<file path="src/rtl/nib_cpu_pkg.sv">
package nib_cpu_pkg;
  localparam int unsigned OP_W = 4;

  localparam logic [OP_W-1:0] OP_CLR = 4'b0001;
  localparam logic [OP_W-1:0] OP_ADD = 4'b0010;
  localparam logic [OP_W-1:0] OP_JC  = 4'b0100;
  localparam logic [OP_W-1:0] OP_JMP = 4'b1000;

  typedef struct packed {
    logic clr;
    logic add;
    logic jc;
    logic jmp;
  } ctl_t;
endpackage

</file>
<file path="src/rtl/nib_decode.sv">
module nib_decode
  import nib_cpu_pkg::*;
#(
  parameter int unsigned W = 4
) (
  input  logic [OP_W+W-1:0] instr_i,
  output ctl_t              ctl_o,
  output logic [W-1:0]      imm_o
);
  logic [OP_W-1:0] op;

  assign op    = instr_i[OP_W+W-1:W];
  assign imm_o = instr_i[W-1:0];

  // exact match only: zero or multiple set bits fall through as no-op
  always_comb begin
    ctl_o     = '0;
    ctl_o.clr = (op == OP_CLR);
    ctl_o.add = (op == OP_ADD);
    ctl_o.jc  = (op == OP_JC);
    ctl_o.jmp = (op == OP_JMP);
  end
endmodule

</file>
<file path="src/rtl/nib_datapath.sv">
module nib_datapath
  import nib_cpu_pkg::*;
#(
  parameter int unsigned W = 4
) (
  input  logic         clk_i,
  input  logic         rst_ni,
  input  ctl_t         ctl_i,
  input  logic [W-1:0] imm_i,
  output logic [W-1:0] acc_o,
  output logic         carry_o
);
  logic [W:0]   sum;
  logic [W-1:0] acc_q;
  logic         carry_q;

  assign sum = {1'b0, acc_q} + {1'b0, imm_i};

  always_ff @(posedge clk_i or negedge rst_ni) begin
    if (!rst_ni) begin
      acc_q   <= '0;
      carry_q <= 1'b0;
    end else if (ctl_i.clr) begin
      acc_q   <= '0;
      carry_q <= 1'b0;
    end else if (ctl_i.add) begin
      acc_q   <= sum[W-1:0];
      carry_q <= sum[W];
    end
  end

  assign acc_o   = acc_q;
  assign carry_o = carry_q;
endmodule

</file>
<file path="src/rtl/nib_pc.sv">
module nib_pc
  import nib_cpu_pkg::*;
#(
  parameter int unsigned W = 4
) (
  input  logic         clk_i,
  input  logic         rst_ni,
  input  ctl_t         ctl_i,
  input  logic         carry_i,
  input  logic [W-1:0] tgt_i,
  output logic [W-1:0] pc_o
);
  logic [W-1:0] pc_q;
  logic         take;

  // carry seen here is the value latched on the preceding rising edge
  assign take = ctl_i.jmp | (ctl_i.jc & carry_i);

  always_ff @(negedge clk_i or negedge rst_ni) begin
    if (!rst_ni)   pc_q <= '0;
    else if (take) pc_q <= tgt_i;
    else           pc_q <= pc_q + 1'b1;
  end

  assign pc_o = pc_q;
endmodule

</file>
<file path="src/rtl/nib_acc_cpu.sv">
module nib_acc_cpu
  import nib_cpu_pkg::*;
#(
  parameter int unsigned W = 4,
  localparam int unsigned IW = OP_W + W
) (
  input  logic          clk_i,
  input  logic          rst_ni,
  output logic [W-1:0]  imem_addr_o,
  input  logic [IW-1:0] imem_data_i,
  output logic [W-1:0]  acc_o,
  output logic          carry_o,
  output logic [W-1:0]  pc_o,
  output logic [IW-1:0] instr_o
);
  ctl_t         ctl;
  logic [W-1:0] imm;
  logic [W-1:0] acc;
  logic         carry;
  logic [W-1:0] pc;

  nib_decode #(.W(W)) u_dec (
    .instr_i (imem_data_i),
    .ctl_o   (ctl),
    .imm_o   (imm)
  );

  nib_datapath #(.W(W)) u_dp (
    .clk_i   (clk_i),
    .rst_ni  (rst_ni),
    .ctl_i   (ctl),
    .imm_i   (imm),
    .acc_o   (acc),
    .carry_o (carry)
  );

  nib_pc #(.W(W)) u_pc (
    .clk_i   (clk_i),
    .rst_ni  (rst_ni),
    .ctl_i   (ctl),
    .carry_i (carry),
    .tgt_i   (imm),
    .pc_o    (pc)
  );

  assign imem_addr_o = pc;
  assign pc_o        = pc;
  assign acc_o       = acc;
  assign carry_o     = carry;
  assign instr_o     = imem_data_i;
endmodule

</file>
<file path="config.mk">
export PLATFORM = sky130hd
export DESIGN_NAME = nib_acc_cpu
export DESIGN_NICKNAME = d
export VERILOG_FILES = /design/src/rtl/nib_cpu_pkg.sv /design/src/rtl/nib_decode.sv /design/src/rtl/nib_datapath.sv /design/src/rtl/nib_pc.sv /design/src/rtl/nib_acc_cpu.sv
export SDC_FILE = /design/constraint.sdc
export NUM_CORES = 1
export LEC_CHECK = 0
export BUFFER_PORTS_ARGS = -buffer_cell sky130_fd_sc_hd__buf_2
export CORE_MARGIN = 4
export CORE_UTILIZATION = 49
export CTS_CLUSTER_SIZE = 20
export DETAILED_ROUTE_END_ITERATION = 12
export GPL_ROUTABILITY_DRIVEN = 0
export PLACE_DENSITY_LB_ADDON = 0.08
export SYNTH_ARGS = -nofsm -noshare
export SYNTH_HDL_FRONTEND = slang
export SYNTH_HIERARCHICAL = 1
export SYNTH_SLANG_ARGS = --single-unit
</file>
<file path="constraint.sdc">
create_clock -name clk_i -period 3.87 [get_ports clk_i]
set_input_delay 0.387 -clock clk_i [delete_from_list [all_inputs] [get_ports clk_i]]
set_output_delay 0.387 -clock clk_i [all_outputs]
set_load 0.005 [all_outputs]
</file>
* Word level (Yosys, flattened, before mapping)
Index checks and enable logic that the tools add are counted.
** Word-level totals
- Register bits :: 9
- Latch bits :: 0
- RAM bits :: 0
- Memory bits (read-only) :: 0
- Input bits :: 10
- Word-level logic and storage cells :: 17
- Memories kept :: 0
** Cells by class
- Add/subtract/negate cells :: 2
- Multipliers :: 0
- Div/mod/pow operators :: 0
- $lt $le $gt $ge :: 0
- Equal/unequal tests :: 4
- Shift-type cells :: 0
- Mux-type cells :: 5
- Bitwise operators :: 2
- Reduce and logical (&&, ||, !) cells :: 1
** Operators by type and width (number)
- $mux 4 :: 3
- $add 4x4->5 :: 1
- $add 4x1->4 const B :: 1
- $eq 4x1->1 const B :: 1
- $eq 4x2->1 const B :: 1
- $eq 4x3->1 const B :: 1
- $eq 4x4->1 const B :: 1
- $mux 1 :: 2
- $reduce_bool 2->1 :: 1
- $and 1x1->1 :: 1
- $or 1x1->1 :: 1

* Depth between registers and ports, before layout
Gate-level depths: netlist (run 1).
- Depth after elaboration :: 4
- Mapped depth :: 7

* Hierarchy
Netlist (run 1), hierarchy kept.
** Modules (own cells, without submodules)
- nib_datapath :: times used 1, cells an instance 33, area an instance 346.6 µm², seq. area each 125.1 µm²
- nib_pc :: times used 1, cells an instance 16, area an instance 197.7 µm², seq. area each 100.1 µm²
- nib_acc_cpu :: times used 1, cells an instance 12, area an instance 90.1 µm², seq. area each 0.0 µm²
- nib_decode :: times used 1, cells an instance 8, area an instance 65.1 µm², seq. area each 0.0 µm²

==> results of run 1 <==
[cells by family (layout without fill, tap and decap cells)]
kind of cell | count (synthesis) | after routing
multiplexers | 4 | 4
adder cells (fa/ha/maj) | 6 | 6
buffers and inverters | 23 | 43
AO/OA/AOI/OAI | 9 | 9
flip-flops | 9 | 9
XOR/XNOR | 3 | 3
AND/OR/NAND/NOR | 15 | 15
[registers in the layout, summed over array words and instances, names as in the netlist]
register,count
u_dp/acc_o,4
u_pc/pc_o,4
u_dp/carry_o,1
[stage by stage]
stage               setup slack, ns  hold WS [ns]  utilization, %
floorplan                     0.454        0.0914               -
global placement              0.276         0.252            57.4
detailed placement            0.235         0.258            57.4
CTS                           0.521         0.468            60.1
global route                  0.404         0.485            60.1
finish                        0.531         0.453            60.1
[power groups by stage]
stage               clock, mW  combinational [mW]  sequential (mW)
CTS                    0.0785               0.209            0.168
detailed placement          0               0.208            0.170
floorplan                   0               0.153            0.171
global route           0.0845               0.236            0.175
global placement            0               0.209            0.166
finish                 0.0771               0.205            0.167
[worst max-delay path, cell delays in order]
cell and delay (ns):
buf_2 0.12, nor4b_1 0.54, a21oi_4 0.16, mux2_4 0.31
[final cells by class]
class / instances / area [um^2]
well taps: 15 / 18.8
inverters: 6 / 22.5
multi-input cells: 37 / 324
repair buffers: 33 / 175
flip-flops and latches: 9 / 225
fillers: 129 / 526
clock buffers: 4 / 26.3
[routing by layer]
layer,global-route usage (%),up-vias
met5,0,-
met4,10.2,0
li1,-,264
met1,19.4,245
met3,3.56,4
met2,26.2,18
[cell usage after synthesis, types with 2 or more instances]
| library cell | instances |
|---|---|
| buf_4 | 17 |
| nor2_1 | 6 |
| dfrtp_1 | 5 |
| ha_1 | 5 |
| inv_1 | 5 |
| dfrtn_1 | 4 |
| nor4b_1 | 4 |
| mux2i_1 | 3 |
| a21oi_1 | 2 |
| nand3_1 | 2 |
| nor3b_1 | 2 |
| xnor2_1 | 2 |
[what timing repair did]
item | in CTS | in global routing
hold buffers | 1 | 0
hold endpoints to repair | 5 | 0
resized for setup | 0 | 0
[final timing paths]
check | end | slack (ns)
worst max register to register | u_pc/pc_o[1] | 0.82
min in group asynchronous | u_dp/acc_o[3] | 0.51
worst min register to register | u_pc/pc_o[0] | 0.45
worst max-delay path | u_pc/pc_o[1] | 0.53
max in group asynchronous | u_pc/pc_o[0] | 1.32
worst min-delay path | u_pc/pc_o[0] | 0.45
==> flow_summary.yaml, run 1 <==
sta:
  slew_headroom_pct: 62.3
  timing_max_transition_violations_final: 0
  finalClockSkew_ns: 0.00734
  tightest_pin_transition_ns: 0.558
  unrepaired_setup_endpoints_after_global_routing: "false"
  fin_hold_viols: 0
  timing.setup.tns_ns: 0
  final-setup-viol-count: 0
layout:
  layout.nets: 106
  insertedDiodeCount: 0
  post_route_cells_drive_above_1_share_pct: 43.8
  leading_cell_type_in_the_layout_fill_and_taps_excluded: "buf_2"
  finalNonFillerCells: 104
  area_delta_synth_final_pct: 13.2
  postLayoutCellArea_um2: 792
  most-common-layout-cells: "30 x buf_2, 6 x nor2_1, 5 x inv_1, 5 x ha_1, 5 x dfrtp_1"
synthesis:
  synth_top_area_cell: "buf_4"
  synth_top_family_by_area: "buffers and inverters"
  synth.lib_cells_used.distinct: 24
  synth-async-reset-ratio_pct: 100
  synth_top_cells_by_area: "buf_4 18%, dfrtp_1 18%, dfrtn_1 14%"
  syn_nets: 85
  synth_adder_area_share_pct: 11.8
  yosys.area_share.simple_pct: 12.7
  avg_inst_size_synth_um2: 10.1
  post_synth_xor_area_fraction_pct: 3.76
  synth_largest_type_area_fraction_pct: 18.2
  syn-cell-area_um2: 699
  synth_seq_area_share_pct: 32.2
  synthFlopType: "dfrtp_1"
  synth_compound_area_share_pct: 11.6
  number_of_synthesized_flops_with_an_enable_pin: 0
  post_synth_inst_count: 69
  synth.area.mux_share_pct: 6.44
  synth_warnings: 6
  synth.ff_latch_count: 9
power:
  clock_power_share_pct: 17.2
  design_power_total_mw: 0.449
  internal_power_mw: 0.287
  power.ir.vdd_worst_uv: 250
  p_sw_share_pct: 36.0
  power_share_of_the_combinational_group_pct: 45.6
  powerDensity_nw_per_um2: 567
  power_switching_mw: 0.162
  power_leakage_nw: 0.393
  seq_power_share_pct: 37.3
drt:
  routedLengthMet1_um: 582
  detailedRoute.firstIterationViolations: 10
  met2WireLength_um: 642
  route.detailed.vias_per_inst: 5.11
  via_count: 531
  route.final.wire_length_mm: 1.36
  top_signal_layer_used: "met4"
  antenna_left: 0
  drt_pass_1_iters: 4
  detailed_route_wirelength_on_metal3_um: 94
  drcViolationCount: 0
  post_drt_wl_per_cell_um: 13.0
critical_path:
  timing.critical_path.required_ns: 2.05
  crit_path_end_kind: "register"
  startpoint: "imem_data_i[5]"
  critical_path_class: "in2reg"
  worstRegToRegCells: 2
  crit_reg_reg_startpoint: "u_dp/carry_o"
  worst-path-max-fanout: 6
  setup.worst_path.start_class: "input pin"
  cp_data_arrival_time_ns: 1.52
die:
  cell_row_count: 13
  io_pins: 31
  start_util_pct: 53.1
  core-area_um2: 1320
  die_width_um: 45.8
  dieHeight_um: 45.8
  fp.dieArea_um2: 2100
clocking:
  clock_tree.root_cell: "clkbuf_4"
  cts.clk_slew.worst_paths_ns: 0.05
  tritoncts: "done"
  htree_num_levels: 1
  clk_path_buf_depth: 2
  cts-buffers-inserted: 3
  worstSkewPairLatency_ns: 0.27
  cts_num_sinks: 9
  post-cts-setup-buffers: 0
global_routing:
  globalRouteTotalUtil_pct: 16.3
  first_global_vias: 519
  antenna_found_initial: 0
  maximum_number_of_pins_on_one_net_before_global_route_repair: 10
  first_pass_grt_wire_length_mm: 2.32
  gr-total-overflow: 0
worst_hold_path:
  worst_hold_path_type: "reg2reg"
  min_path_cells: 1
  min-delay-start: "u_pc/pc_o[0]"
placement:
  io_buffer_count: 30
  area_post_placement_um2: 756
  post-dp-hpwl_mm: 1.06
  placedCellCount: 99
run_status:
  run_status: "complete, no violations"
flow_run:
  max_cap_viol_count: 0
Note: power is estimated with default switching activity, not from simulation.
==> inputs of run 2 (changes only) <==
CORE_MARGIN = default   (was 4)
CORE_UTILIZATION = 41   (was 49)
clock period = 2.75 ns   (was 3.87 ns; I/O delays follow)
==> flow_summary.yaml, run 2 (synthesis gave the netlist of run 1 again) <==
critical_path:
  path_delay_family: "flip-flops"
  cpMaxStageDelayCell: "dfrtn_1"
  timing.critical_path.required_ns: 2.48
  worst-path-max-fanout: 5
  critical_path_class: "reg2out"
  timing.reg2reg.setup_slack_ns: 0.35
  crit_path_end_kind: "primary output"
  setup.worst_path.start_class: "register"
  timing.critical_path.cells: "buf_2"
  critical_path_buf_inv_count: 1
  slowest_delay_ns: 0.47
  cp_data_arrival_time_ns: 2.26
global_routing:
  globalRouteTotalUtil_pct: 16.5
  antenna_found_initial: 0
  maximum_number_of_pins_on_one_net_before_global_route_repair: 10
  first_global_vias: 518
  first_pass_grt_wire_length_mm: 2.31
  gr-total-overflow: 0
sta:
  unrepaired_setup_endpoints_after_global_routing: "false"
  slew_headroom_pct: 78.0
  final-setup-viol-count: 0
  hold_worst_slack_ns: 0.389
  tightest_pin_transition_ns: 0.326
  fin_hold_viols: 0
  finalClockSkew_ns: 0.0118
  timing_max_transition_violations_final: 0
die:
  fp.dieArea_um2: 1870
  die_width_um: 43.3
  io_pins: 31
  start_util_pct: 45.4
  core-area_um2: 1540
  dieHeight_um: 43.3
  cell_row_count: 14
drt:
  antenna_left: 0
  post_drt_wl_per_cell_um: 12.4
  route.final.wire_length_mm: 1.36
  detailedRoute.firstIterationViolations: 8
  route.detailed.vias_per_inst: 5.03
  drcViolationCount: 0
  via_count: 553
  drt_pass_1_iters: 4
layout:
  multi_input_gate_area_in_the_final_layout_um2: 324
  fill_cells: 153
  area_delta_synth_final_pct: 18.8
  finalNonFillerCells: 110
  insertedDiodeCount: 0
  post_route_cells_drive_above_1_share_pct: 46.8
  layout.nets: 111
  leading_cell_type_in_the_layout_fill_and_taps_excluded: "buf_2"
  area_occupied_by_registers_um2: 225
  postLayoutCoreUtil_pct: 53.9
  most-common-layout-cells: "30 x buf_2, 7 x buf_4, 6 x nor2_1"
power:
  power.ir.vdd_worst_uv: 353
  power_leakage_nw: 0.418
  powerDensity_nw_per_um2: 770
placement:
  placedCellCount: 105
  post-dp-hpwl_mm: 1.09
  io_buffer_count: 30
clocking:
  post-cts-setup-buffers: 0
  clk_path_buf_depth: 2
  cts.clk_slew.worst_paths_ns: 0.06
  worstSkewPairLatency_ns: 0.27
  htree_num_levels: 1
  cts-buffers-inserted: 3
  clock_tree.root_cell: "clkbuf_4"
  cts_num_sinks: 9
  holdBufCountCts: 1
  post_cts.resized_instances: 0
  tritoncts: "done"
worst_hold_path:
  worst_hold_path_type: "in2async"
flow_run:
  max_cap_viol_count: 0
run_status:
  run_status: "complete, no violations"
[run 2: changes by cell type in the layout (fill, tap and decap cells not counted), sizes merged]
cell / previous run / this run
buf: 32 / 37
[run 2: area by class of cell]
| class | count | area share [%] |
|---|---|---|
| Clock buffer | 4 | 3.16 |
| Inverter | 6 | 2.71 |
| Tap cell | 16 | 2.41 |
| Multi-Input combinational cell | 37 | 39.0 |
| Timing Repair Buffer | 38 | 25.6 |
| Sequential cell | 9 | 27.1 |
[run 2: power breakdown]
group	switching [mW]	leakage (nW)	internal, mW
Clock	0.0495	0.0150	0.0561
Combinational	0.131	0.293	0.165
Sequential	0.0497	0.110	0.187
[run 2: metal layers]
metal | vias up | wire length [um] | global-route usage, %
met5 | - | 0 | 0
met1 | 253 | 647 | 21.1
met4 | 0 | 19 | 7.27
li1 | 274 | - | -
met2 | 24 | 602 | 27.5
met3 | 2 | 89 | 2.55
[run 2: worst paths after layout]
check / start / end / depth (start not counted)
max: u_pc/pc_o[0] / pc_o[0] / 1
max in group asynchronous: rst_ni / u_pc/pc_o[1] / 2
min reg2reg: u_pc/pc_o[0] / u_pc/pc_o[0] / 1
min: rst_ni / u_dp/acc_o[0] / 2
max reg2reg: u_dp/carry_o / u_pc/pc_o[1] / 2
min in group clk_i: imem_data_i[0] / u_dp/acc_o[0] / 4
[run 2: stage by stage]
stage / total power [mW] / TNS, ns / instance area (um^2) / worst slack, ns
6_report: 0.639 / 0 / 831 / 0.214
5_1_grt: 0.700 / 0 / 831 / 0.152
4_1_cts: 0.652 / 0 / 831 / 0.203
3_5_place_dp: 0.541 / -0.000343 / 795 / -0.000343
3_3_place_gp: 0.531 / 0 / 795 / 0.0121
2_1_floorplan: 0.456 / 0 / 699 / 0.00636
